`config.mk`:
```
export PLATFORM = sky130hd
export DESIGN_NAME = chansel_i2c
export DESIGN_NICKNAME = d
export VERILOG_FILES = /design/src/rtl/chansel_pkg.sv /design/src/rtl/chansel_sync.sv /design/src/rtl/chansel_slave.sv /design/src/rtl/chansel_decode.sv /design/src/rtl/chansel_i2c.sv
export SDC_FILE = /design/constraint.sdc
export NUM_CORES = 1
export LEC_CHECK = 0
export CAP_MARGIN = 30
export CORE_UTILIZATION = 50
export CTS_CLUSTER_SIZE = 40
export DETAILED_ROUTE_END_ITERATION = 7
export PLACE_DENSITY_LB_ADDON = 0.2
export SLEW_MARGIN = 5
export SYNTH_ARGS = -nofsm -noshare
export SYNTH_HDL_FRONTEND = slang
export SYNTH_SLANG_ARGS = --single-unit
export TNS_END_PERCENT = 5
```
`constraint.sdc`:
```
create_clock -name clk -period 4.9 [get_ports clk]
set_input_delay 0.49 -clock clk [delete_from_list [all_inputs] [get_ports clk]]
set_output_delay 0.49 -clock clk [all_outputs]
set_load 0.005 [all_outputs]
```
`src/rtl/chansel_pkg.sv`:
```
package chansel_pkg;
   typedef enum logic [2:0] {
      ST_IDLE,
      ST_ADDR,
      ST_AACK,
      ST_WDATA,
      ST_WACK,
      ST_RDATA,
      ST_RACK
   } slv_state_e;

   localparam int BYTE_W = 8;
endpackage

```
`src/rtl/chansel_sync.sv`:
```
module chansel_sync #(
   parameter int STAGES = 2
) (
   input  logic clk,
   input  logic rst_n,
   input  logic din,
   output logic dout
);
   generate
      if (STAGES < 2) begin : g_bad_stages
         $error("chansel_sync: STAGES must be at least 2");
      end
   endgenerate

   logic [STAGES-1:0] chain_q;

   always_ff @(posedge clk or negedge rst_n) begin
      if (!rst_n) chain_q <= '1;
      else        chain_q <= {chain_q[STAGES-2:0], din};
   end

   assign dout = chain_q[STAGES-1];
endmodule

```
`src/rtl/chansel_slave.sv`:
```
module chansel_slave
   import chansel_pkg::*;
#(
   parameter int           CTRL_W    = 4,
   parameter int           STRAP_W   = 3,
   parameter logic [6:0]   ADDR_BASE = 7'b1110000
) (
   input  logic               clk,
   input  logic               rst_n,
   input  logic               scl_s,
   input  logic               sda_s,
   input  logic [STRAP_W-1:0] strap,
   output logic               sda_oe,
   output logic [CTRL_W-1:0]  ctrl
);
   localparam logic [CTRL_W-1:0] CTRL_RST = {1'b1, {(CTRL_W-1){1'b0}}};

   logic              scl_q, sda_q;
   logic              scl_rise, scl_fall, start_p, stop_p;
   slv_state_e        st;
   logic [3:0]        cnt;
   logic [BYTE_W-1:0] shreg;
   logic              rw, rx_ack, pend_v, oe_q;
   logic [CTRL_W-1:0] pend, ctrl_q;
   logic [6:0]        my_addr;
   logic [BYTE_W-1:0] rd_byte;

   assign my_addr  = {ADDR_BASE[6:STRAP_W], strap};
   assign rd_byte  = {{(BYTE_W-CTRL_W){1'b0}}, ctrl_q};
   assign scl_rise = scl_s & ~scl_q;
   assign scl_fall = ~scl_s & scl_q;
   assign start_p  = scl_s & scl_q & sda_q & ~sda_s;
   assign stop_p   = scl_s & scl_q & ~sda_q & sda_s;

   always_ff @(posedge clk or negedge rst_n) begin
      if (!rst_n) begin
         scl_q  <= 1'b1;
         sda_q  <= 1'b1;
         st     <= ST_IDLE;
         cnt    <= '0;
         shreg  <= '0;
         rw     <= 1'b0;
         rx_ack <= 1'b0;
         pend_v <= 1'b0;
         pend   <= '0;
         ctrl_q <= CTRL_RST;
         oe_q   <= 1'b0;
      end else begin
         scl_q <= scl_s;
         sda_q <= sda_s;
         if (start_p) begin
            st   <= ST_ADDR;
            cnt  <= '0;
            oe_q <= 1'b0;
         end else if (stop_p) begin
            st   <= ST_IDLE;
            cnt  <= '0;
            oe_q <= 1'b0;
            if (pend_v) begin
               ctrl_q <= pend;
               pend_v <= 1'b0;
            end
         end else begin
            case (st)
               ST_ADDR, ST_WDATA: begin
                  if (scl_rise && cnt < 4'd8) begin
                     shreg <= {shreg[BYTE_W-2:0], sda_s};
                     cnt   <= cnt + 4'd1;
                  end else if (scl_fall && cnt == 4'd8) begin
                     cnt <= '0;
                     if (st == ST_ADDR) begin
                        if (shreg[7:1] == my_addr) begin
                           oe_q <= 1'b1;
                           rw   <= shreg[0];
                           st   <= ST_AACK;
                        end else begin
                           st <= ST_IDLE;
                        end
                     end else begin
                        pend   <= shreg[CTRL_W-1:0];
                        pend_v <= 1'b1;
                        oe_q   <= 1'b1;
                        st     <= ST_WACK;
                     end
                  end
               end
               ST_AACK: begin
                  if (scl_fall) begin
                     cnt <= '0;
                     if (rw) begin
                        shreg <= rd_byte;
                        oe_q  <= ~rd_byte[BYTE_W-1];
                        st    <= ST_RDATA;
                     end else begin
                        oe_q <= 1'b0;
                        st   <= ST_WDATA;
                     end
                  end
               end
               ST_WACK: begin
                  if (scl_fall) begin
                     oe_q <= 1'b0;
                     st   <= ST_WDATA;
                  end
               end
               ST_RDATA: begin
                  if (scl_rise) begin
                     cnt <= cnt + 4'd1;
                  end else if (scl_fall) begin
                     if (cnt == 4'd8) begin
                        oe_q <= 1'b0;
                        cnt  <= '0;
                        st   <= ST_RACK;
                     end else begin
                        oe_q  <= ~shreg[BYTE_W-2];
                        shreg <= {shreg[BYTE_W-2:0], 1'b0};
                     end
                  end
               end
               ST_RACK: begin
                  if (scl_rise) begin
                     rx_ack <= ~sda_s;
                  end else if (scl_fall) begin
                     if (rx_ack) begin
                        shreg <= rd_byte;
                        oe_q  <= ~rd_byte[BYTE_W-1];
                        st    <= ST_RDATA;
                     end else begin
                        st <= ST_IDLE;
                     end
                  end
               end
               default: ;
            endcase
         end
      end
   end

   assign sda_oe = oe_q;
   assign ctrl   = ctrl_q;

   assert_commit_on_stop_R3: assert property (@(posedge clk) disable iff (!rst_n)
      (ctrl_q != $past(ctrl_q)) |-> $past(stop_p));

   assert_oe_scl_low_R10: assert property (@(posedge clk) disable iff (!rst_n)
      (oe_q != $past(oe_q)) |-> !$past(scl_s));

   assert_idle_release_R1: assert property (@(posedge clk) disable iff (!rst_n)
      (st == ST_IDLE) |-> !oe_q);

   assert_nack_release_R6: assert property (@(posedge clk) disable iff (!rst_n)
      (st == ST_RACK) |-> !oe_q);
endmodule

```
`src/rtl/chansel_decode.sv`:
```
module chansel_decode #(
   parameter int NUM_CH = 8,
   parameter int SEL_W  = 3
) (
   input  logic             clk,
   input  logic             rst_n,
   input  logic [SEL_W:0]   ctrl,
   output logic [NUM_CH-1:0] chan_en
);
   genvar gi;
   generate
      for (gi = 0; gi < NUM_CH; gi++) begin : g_ch
         assign chan_en[gi] = ctrl[SEL_W] && (ctrl[SEL_W-1:0] == SEL_W'(gi));
      end
   endgenerate

   assert_onehot_R5: assert property (@(posedge clk) disable iff (!rst_n)
      $onehot0(chan_en));
endmodule

```
`src/rtl/chansel_i2c.sv`:
```
module chansel_i2c #(
   parameter int         NUM_CH      = 8,
   parameter int         STRAP_W     = 3,
   parameter logic [6:0] ADDR_BASE   = 7'b1110000,
   parameter int         SYNC_STAGES = 2
) (
   input  logic               clk,
   input  logic               rst_n,
   input  logic               scl_i,
   input  logic               sda_i,
   input  logic [STRAP_W-1:0] strap_i,
   output logic               sda_oe_o,
   output logic [NUM_CH-1:0]  chan_en_o
);
   localparam int SEL_W  = $clog2(NUM_CH);
   localparam int CTRL_W = SEL_W + 1;

   generate
      if (NUM_CH != (1 << SEL_W) || SEL_W < 1) begin : g_bad_ch
         $error("chansel_i2c: NUM_CH must be a power of two of at least 2");
      end
      if (CTRL_W > 7) begin : g_bad_ctrl
         $error("chansel_i2c: control field must fit below bit 7");
      end
      if (STRAP_W < 1 || STRAP_W > 6) begin : g_bad_strap
         $error("chansel_i2c: STRAP_W must be 1 to 6");
      end
   endgenerate

   logic              scl_s, sda_s;
   logic [CTRL_W-1:0] ctrl;

   chansel_sync #(.STAGES(SYNC_STAGES)) u_sync_scl (
      .clk(clk), .rst_n(rst_n), .din(scl_i), .dout(scl_s));

   chansel_sync #(.STAGES(SYNC_STAGES)) u_sync_sda (
      .clk(clk), .rst_n(rst_n), .din(sda_i), .dout(sda_s));

   chansel_slave #(
      .CTRL_W(CTRL_W), .STRAP_W(STRAP_W), .ADDR_BASE(ADDR_BASE)
   ) u_slave (
      .clk(clk), .rst_n(rst_n), .scl_s(scl_s), .sda_s(sda_s),
      .strap(strap_i), .sda_oe(sda_oe_o), .ctrl(ctrl));

   chansel_decode #(.NUM_CH(NUM_CH), .SEL_W(SEL_W)) u_decode (
      .clk(clk), .rst_n(rst_n), .ctrl(ctrl), .chan_en(chan_en_o));
endmodule

```
==> PnR_summary.wiki, run 1 <==
{| class="wikitable"
! Metric !! Value
|-
| Leading cell type in the layout, fill and taps excluded || nand2_1
|-
| Proportion of power drawn by combinational gates || 19.3%
|-
| IO Count || 16
|-
| Max clock buf depth || 2
|-
| Min setup slack post-route || 2470 ps
|-
| Biggest area consumer among synthesized cells || dfrtp_1
|-
| Largest cells by area after synthesis || dfrtp_1 34%, dfstp_2 9.7%, mux2_2 8.9%
|-
| Pwr Density || 361 mW/mm^2
|-
| PortBufs || 15
|-
| Setup repair after global routing missed its margin || no
|-
| Critical path capture point type || flip-flop
|-
| P_leak || 0.938 nW
|-
| Cells traversed along the worst timing path || nand2b_1, nor2_1, nor4_4, mux2_2
|-
| Clock Pin Slew Worst Setup and Hold Paths || 70 ps
|-
| Root buffer cell || clkbuf_8
|-
| Arrival time at the worst endpoint || 2580 ps
|-
| Layout area overhead || 15.2%
|-
| Total half-perimeter wirelength after legalization and detailed placement || 2970 um
|-
| Remaining global-route overflow || 0
|-
| Most frequent cells in the layout || 29 x nand2_1, 26 x dfrtp_1, 22 x nor2_1, 15 x mux2_2, 15 x clkdlybuf4s50_1
|-
| Y dimension of the die || 63.7 um
|-
| Post-Syn Area per Cell || 9.46 um^2
|-
| CTS tree || yes
|-
| Synth top area share || 34.2%
|-
| Number of synthesized register bits || 33
|-
| Least-Margin Pin Slew || 664 ps
|-
| Weighted congestion reported at the end of routability-driven placement || 0.911
|-
| Start-to-end type of the worst setup path || reg -> reg
|-
| Maximum number of pins on one net before global-route repair || 34
|-
| Worst slack on hold paths || 356 ps
|-
| Top flip-flop cell by instance count after synthesis || dfrtp_1
|-
| Final Critical Period || 2430 ps
|-
| Wire length of the first global-routing pass || 7130 um
|-
| Part of the power in registers || 47.9%
|-
| Die Width || 63.7 um
|-
| Top achievable clock speed || 412 MHz
|-
| Detailed-router iteration count before antenna repair || 4
|-
| Crit path from || u_slave.st[0]
|-
| Peak fanout along the critical path || 21
|-
| Final Skew || 7.81 ps
|-
| Critical Path RT || 5050 ps
|-
| Number of gates resized after cts || 0
|-
| Initial Utilization || 51.9%
|-
| Number of DRC markers after the initial detailed-route iteration || 123
|-
| Hold wc startpoint || u_sync_scl.chain_q[0]
|-
| Maximum ir drop on the vdd rail || 262 uV
|-
| Result of the run || complete, no violations
|-
| Synth async-reset ratio || 100%
|-
| TritonCTS sink count || 33
|-
| Sw frac || 28.9%
|-
| Pre-CTS setup slack || 2490 ps
|-
| Routed vias/inst || 5.70
|-
| Accumulated negative setup slack || 0 ps
|-
| Reg2Reg Launch Point || u_slave.st[0]
|-
| Proportion of layout cells with a drive suffix above 1 || 18.0%
|-
| Antenna violations before repair || 0
|-
| Critical-path cell with the highest stage delay || dfrtp_1
|-
| Clk Latency, worst-skew pair || 270 ps
|-
| Global-route usage over all layers || 22.4%
|-
| Startpoint type of the worst setup path || flip-flop
|-
| Period utilisation layout || 49.5%
|-
| Unique cell type count in the Yosys netlist || 54
|-
| Clock network power share || 32.8%
|-
| Number of global-route vias before repair || 1506
|-
| Path class of the lowest-slack min-delay path || reg -> reg
|-
| Final count of hold timing violations || 0
|-
| Register area share after synthesis || 43.9%
|-
| Mapped Area || 0.00190 mm^2
|-
| Max Slew Vio Count || 0
|-
| Count of synthesis-stage warnings from yosys || 0
|-
| Mapped Nets || 210
|-
| Post-cts hold buffer count || 0
|-
| Net count, final || 225
|-
| Internal cell power || 562 uW
|-
| Final antenna diode count || 0
|-
| Total wire length || 4030 um
|-
| Post-CTS setup buffer count || 0
|-
| Setup violators final || 0
|-
| Number of cell rows || 22
|-
| Number of buffers inserted during clock tree synthesis || 5
|-
| Maximum Capacitance Violations || 0
|-
| Maximum level of the CTS H-tree || 2
|-
| Placeable Area || 0.00366 mm^2
|-
| Via count || 1510
|-
| Drt drc || 0
|-
| Overall die area || 0.00405 mm^2
|-
| Number of enable-type register cells in the synthesized netlist || 0
|-
| Switch Pwr || 228 uW
|-
| Routed wire length per instance || 15.2 um
|-
| Worst stage delay on the critical path || 720 ps
|-
| Headroom to the max-slew limit || 55.6%
|-
| Antenna violation net count after detailed routing || 0
|-
| Post-synthesis instance total || 201
|}
==> area by class of cell <==
cell class / count / area [um^2]
fillers: 308 / 1470
multi-input cells: 153 / 995
flip-flops and latches: 33 / 835
repair buffers: 16 / 158
clock buffers: 7 / 86.3
well taps: 48 / 60.1
clock inverters: 1 / 30.0
inverters: 7 / 26.3
==> logic make-up (layout without fill, tap and decap cells) <==
group | after synthesis | count (layout) | share of synthesized area [%]
XOR/XNOR | 4 | 4 | 1.84
AO/OA/AOI/OAI | 40 | 40 | 14.9
flip-flops | 33 | 33 | 43.9
multiplexers | 19 | 19 | 11.0
buffers and inverters | 15 | 31 | 3.75
AND/OR/NAND/NOR | 88 | 88 | 23.3
adder cells (fa/ha/maj) | 2 | 2 | 1.32
==> routing by layer <==
| metal | vias to the layer above | track usage (%) | routed length [um] |
|---|---|---|---|
| li1 | 740 | - | - |
| met1 | 734 | 33.1 | 1910 |
| met2 | 36 | 35.0 | 1950 |
| met3 | 0 | 3.80 | 181 |
| met4 | 0 | 3.41 | 0 |
| met5 | - | 0 | 0 |
==> metrics by stage <==
step	cell area [um^2]	util [%]	cells	power (mW)
floorplan	1900	-	201	0.484
global placement	2070	56.6	257	0.526
detailed placement	2070	56.6	257	0.534
CTS	2190	59.8	265	0.796
global route	2190	59.8	265	0.842
finish	2190	59.8	265	0.790
==> worst paths after layout <==
| path | to | slack [ps] | depth (start not counted) |
|---|---|---|---|
| max | u_slave.shreg[7] | 2470 | 4 |
| min | u_sync_scl.chain_q[1] | 360 | 0 |
| max reg2reg | u_slave.shreg[7] | 2470 | 4 |
| min reg2reg | u_sync_scl.chain_q[1] | 360 | 0 |
| max in group asynchronous | u_sync_sda.chain_q[1] | 3960 | 2 |
| min in group asynchronous | u_slave.st[1] | 610 | 2 |
==> critical path, delay by kind of cell, from the launching register on <==
kind / cells / cell delay, ps
simple gates: 3 / 1160
mux: 1 / 410
flops: 1 / 720
==> synth_stat cells (3+ instances only) <==
library cell,n
nor3_1,4
a21oi_1,7
nand2b_1,5
o21ai_0,8
mux2_2,15
a21o_1,3
nor2_1,22
inv_1,7
nand3_1,7
dfrtp_1,26
nand2_1,29
dfstp_2,7
xor2_1,3
buf_2,3
nor2b_1,5
mux2i_1,4
==> power groups by stage <==
stage	sequential [mW]	clock (mW)	combinational, mW
after detailed placement	0.382	0	0.152
after CTS	0.377	0.266	0.153
after global routing	0.386	0.279	0.176
after floorplan	0.354	0	0.130
final	0.378	0.259	0.153
after global placement	0.379	0	0.147
==> flip-flops by register name (all words and copies together), names as in the netlist <==
signal	cells
u_slave.cnt	4
u_slave.ctrl	4
u_slave.pend	4
u_slave.pend_v	1
u_slave.rw	1
u_slave.rx_ack	1
u_slave.scl_q	1
u_slave.sda_oe	1
u_slave.sda_q	1
u_slave.shreg	8
u_slave.st	3
u_sync_scl.chain_q	2
u_sync_sda.chain_q	2
Power figures use the tool's default switching activity.
==> run 2: changes to the inputs <==
clock period = 2 ns   (was 4.9 ns; I/O delays follow)
==> PnR_summary.wiki, run 2 (synthesized netlist as in run 1, its figures left out) <==
{| class="wikitable"
! Metric !! Value
|-
| Met2 track demand over resource in global routing || 43.6% (+8.6 points)
|-
| Total half-perimeter wirelength after legalization and detailed placement || 3360 um (+13%)
|-
| Remaining global-route overflow || 0 (unchanged)
|-
| Worst slack on hold paths || 301 ps (-54.7 ps)
|-
| Clk Latency, worst-skew pair || 290 ps (+20 ps)
|-
| Met1 track demand over resource in global routing || 32.1% (-0.93 points)
|-
| R2R cell count || 4 (unchanged)
|-
| Internal cell power || 1.31 mW (+130%)
|-
| Detailed-router iteration count before antenna repair || 4 (unchanged)
|-
| Peak fanout along the critical path || 5 (-76%)
|-
| Final Skew || 6.99 ps (-0.821 ps)
|-
| Part of the power in registers || 46.9% (-1.0 points)
|-
| CTS tree || yes
|-
| Max Slew Vio Count || 0 (unchanged)
|-
| Setup repair after global routing missed its margin || yes
|-
| Number of DRC markers after the initial detailed-route iteration || 59 (-52%)
|-
| Flip-flop count of the largest register, all copies and words added || 8 (unchanged)
|-
| Sw frac || 31.0% (+2.1 points)
|-
| Final count of hold timing violations || 0 (unchanged)
|-
| Maximum ir drop on the vdd rail || 425 uV (+62%)
|-
| Met3 track utilization from global routing || 4.89% (+1.1 points)
|-
| Net count, final || 251 (+12%)
|-
| Fin util || 65.8% (+6.0 points)
|-
| Weighted congestion reported at the end of routability-driven placement || 0.904 (-0.78%)
|-
| Wire length of the first global-routing pass || 7740 um (+8.6%)
|-
| Antenna violation net count after detailed routing || 0 (unchanged)
|-
| Layout area overhead || 26.8%
|-
| TritonCTS sink count || 33 (unchanged)
|-
| Die Width || 63.7 um (unchanged)
|-
| Most frequent cells in the layout || 29 x nand2_1, 25 x buf_4, 24 x dfrtp_1, 20 x nor2_1
|-
| Clock network power share || 27.4% (-5.4 points)
|-
| IO Count || 16 (unchanged)
|-
| Maximum Capacitance Violations || 0 (unchanged)
|-
| Y dimension of the die || 63.7 um (unchanged)
|-
| Leading cell type in the layout, fill and taps excluded || nand2_1
|-
| Proportion of power drawn by combinational gates || 25.7% (+6.4 points)
|-
| Via count || 1640 (+8.6%)
|-
| Drt drc || 0 (unchanged)
|-
| Arrival time at the worst endpoint || 2140 ps (-440 ps)
|-
| Register ranked first by flip-flop count || u_slave.shreg
|-
| Top achievable clock speed || 505 MHz (+23%)
|-
| Number of global-route vias before repair || 1629 (+8.2%)
|-
| Maximum number of pins on one net before global-route repair || 34 (unchanged)
|-
| Proportion of layout cells with a drive suffix above 1 || 30.0% (+12 points)
|-
| Path class of the lowest-slack min-delay path || in -> async
|-
| Clock Pin Slew Worst Setup and Hold Paths || 70 ps (about the same)
|-
| Number of cell rows || 22 (unchanged)
|-
| Critical Path RT || 2160 ps (-2890 ps)
|-
| PortBufs || 15 (unchanged)
|-
| Start-to-end type of the worst setup path || reg -> reg
|-
| Placeable Area || 0.00366 mm^2 (unchanged)
|-
| Startpoint type of the worst setup path || flip-flop
|-
| Routed vias/inst || 5.64 (-1.1%)
|-
| Total wire length || 4530 um (+12%)
|-
| Max clock buf depth || 2 (unchanged)
|-
| Overall die area || 0.00405 mm^2 (unchanged)
|-
| Final antenna diode count || 0 (unchanged)
|-
| Maximum level of the CTS H-tree || 2 (unchanged)
|-
| Headroom to the max-slew limit || 72.4% (+17 points)
|-
| Layer with the highest usage || met2
|-
| Root buffer cell || clkbuf_8
|-
| Global-route usage over all layers || 25.2% (+2.8 points)
|-
| Final Critical Period || 1980 ps (-447 ps)
|-
| Routed wire length per instance || 15.6 um (+2.4%)
|-
| Period utilisation layout || 99.0% (+49 points)
|-
| Post-DP Area || 0.00226 mm^2 (+9.1%)
|-
| Least-Margin Pin Slew || 415 ps (-249 ps)
|-
| Antenna violations before repair || 0 (unchanged)
|-
| Critical path capture point type || flip-flop
|-
| Switch Pwr || 589 uW (+160%)
|-
| Pwr Density || 789 mW/mm^2 (+120%)
|-
| Post-route standard cell area excluding fillers || 0.00241 mm^2 (+10%)
|-
| Result of the run || complete, no violations
|-
| Number of buffers inserted during clock tree synthesis || 5 (unchanged)
|-
| Power after layout || 1.90 mW (+140%)
|-
| Initial Utilization || 51.9% (unchanged)
|-
| Post-cts hold buffer count || 0 (unchanged)
|-
| P_leak || 1.06 nW (+13%)
|-
| Setup violators final || 0 (unchanged)
|}
[run 2: metrics by stage]
step | setup TNS, ps | instances | setup WS, ps
after global placement | -2.62 | 282 | -1.55
final | 0 | 291 | 20.0
after CTS | 0 | 290 | 12.2
after global routing | -48.2 | 291 | -18.0
after floorplan | -79.0 | 201 | -13.2
after detailed placement | -157 | 282 | -49.2
[run 2: worst max-delay path, cell delays in order, from the launching register on]
cell and delay [ps]:
dfstp_2 530, or3b_2 470, or2_2 340, nor2_4 160
mux2_2 360
[run 2: layout make-up]
cell class | instances | area [um^2]
clock buffer | 7 | 86.3
clock inverter | 1 | 7.51
fill | 297 | 1250
inverter | 7 | 26.3
multi-input combinational | 153 | 1030
sequential | 33 | 837
tap | 48 | 60.1
timing repair buffer | 42 | 360
[run 2: power groups by stage]
stage / logic [mW] / registers [mW] / clock network, mW
4_1_cts: 0.480 / 0.892 / 0.534
2_1_floorplan: 0.319 / 0.866 / 0
6_report: 0.489 / 0.892 / 0.520
5_1_grt: 0.546 / 0.912 / 0.566
3_3_place_gp: 0.449 / 0.893 / 0
3_5_place_dp: 0.476 / 0.904 / 0
[run 2: layer usage]
layer  share of wire, %  vias up
met5                  0        -
met4                1.2        0
met3                2.8        6
met2                 51       25
met1                 45      818
li1                   -      791
[run 2: path summary, 6_finish.rpt]
path                                       start                    end  slack [ps]
max                                u_slave.scl_q        u_slave.pend[1]          20
min                                        rst_n         u_slave.cnt[3]         300
max reg2reg                        u_slave.scl_q        u_slave.pend[1]          20
min reg2reg                u_sync_scl.chain_q[0]  u_sync_scl.chain_q[1]         360
max in group asynchronous                  rst_n        u_slave.ctrl[3]        1350
min in group clk                           scl_i  u_sync_scl.chain_q[0]         320
[run 2: timing repair]
action                     4_1_cts  5_1_grt
setup buffers                    0        1
setup endpoints to repair        8       11
resized for setup                3       11
pin swaps                        1        2
==> run 3: changes to the inputs <==
ABC_CLOCK_PERIOD_IN_PS = 2000   (was default)
CAP_MARGIN = 20   (was 30)
==> results of run 3 <==
Final layout, timing and power as in run 2 (identical DEF).
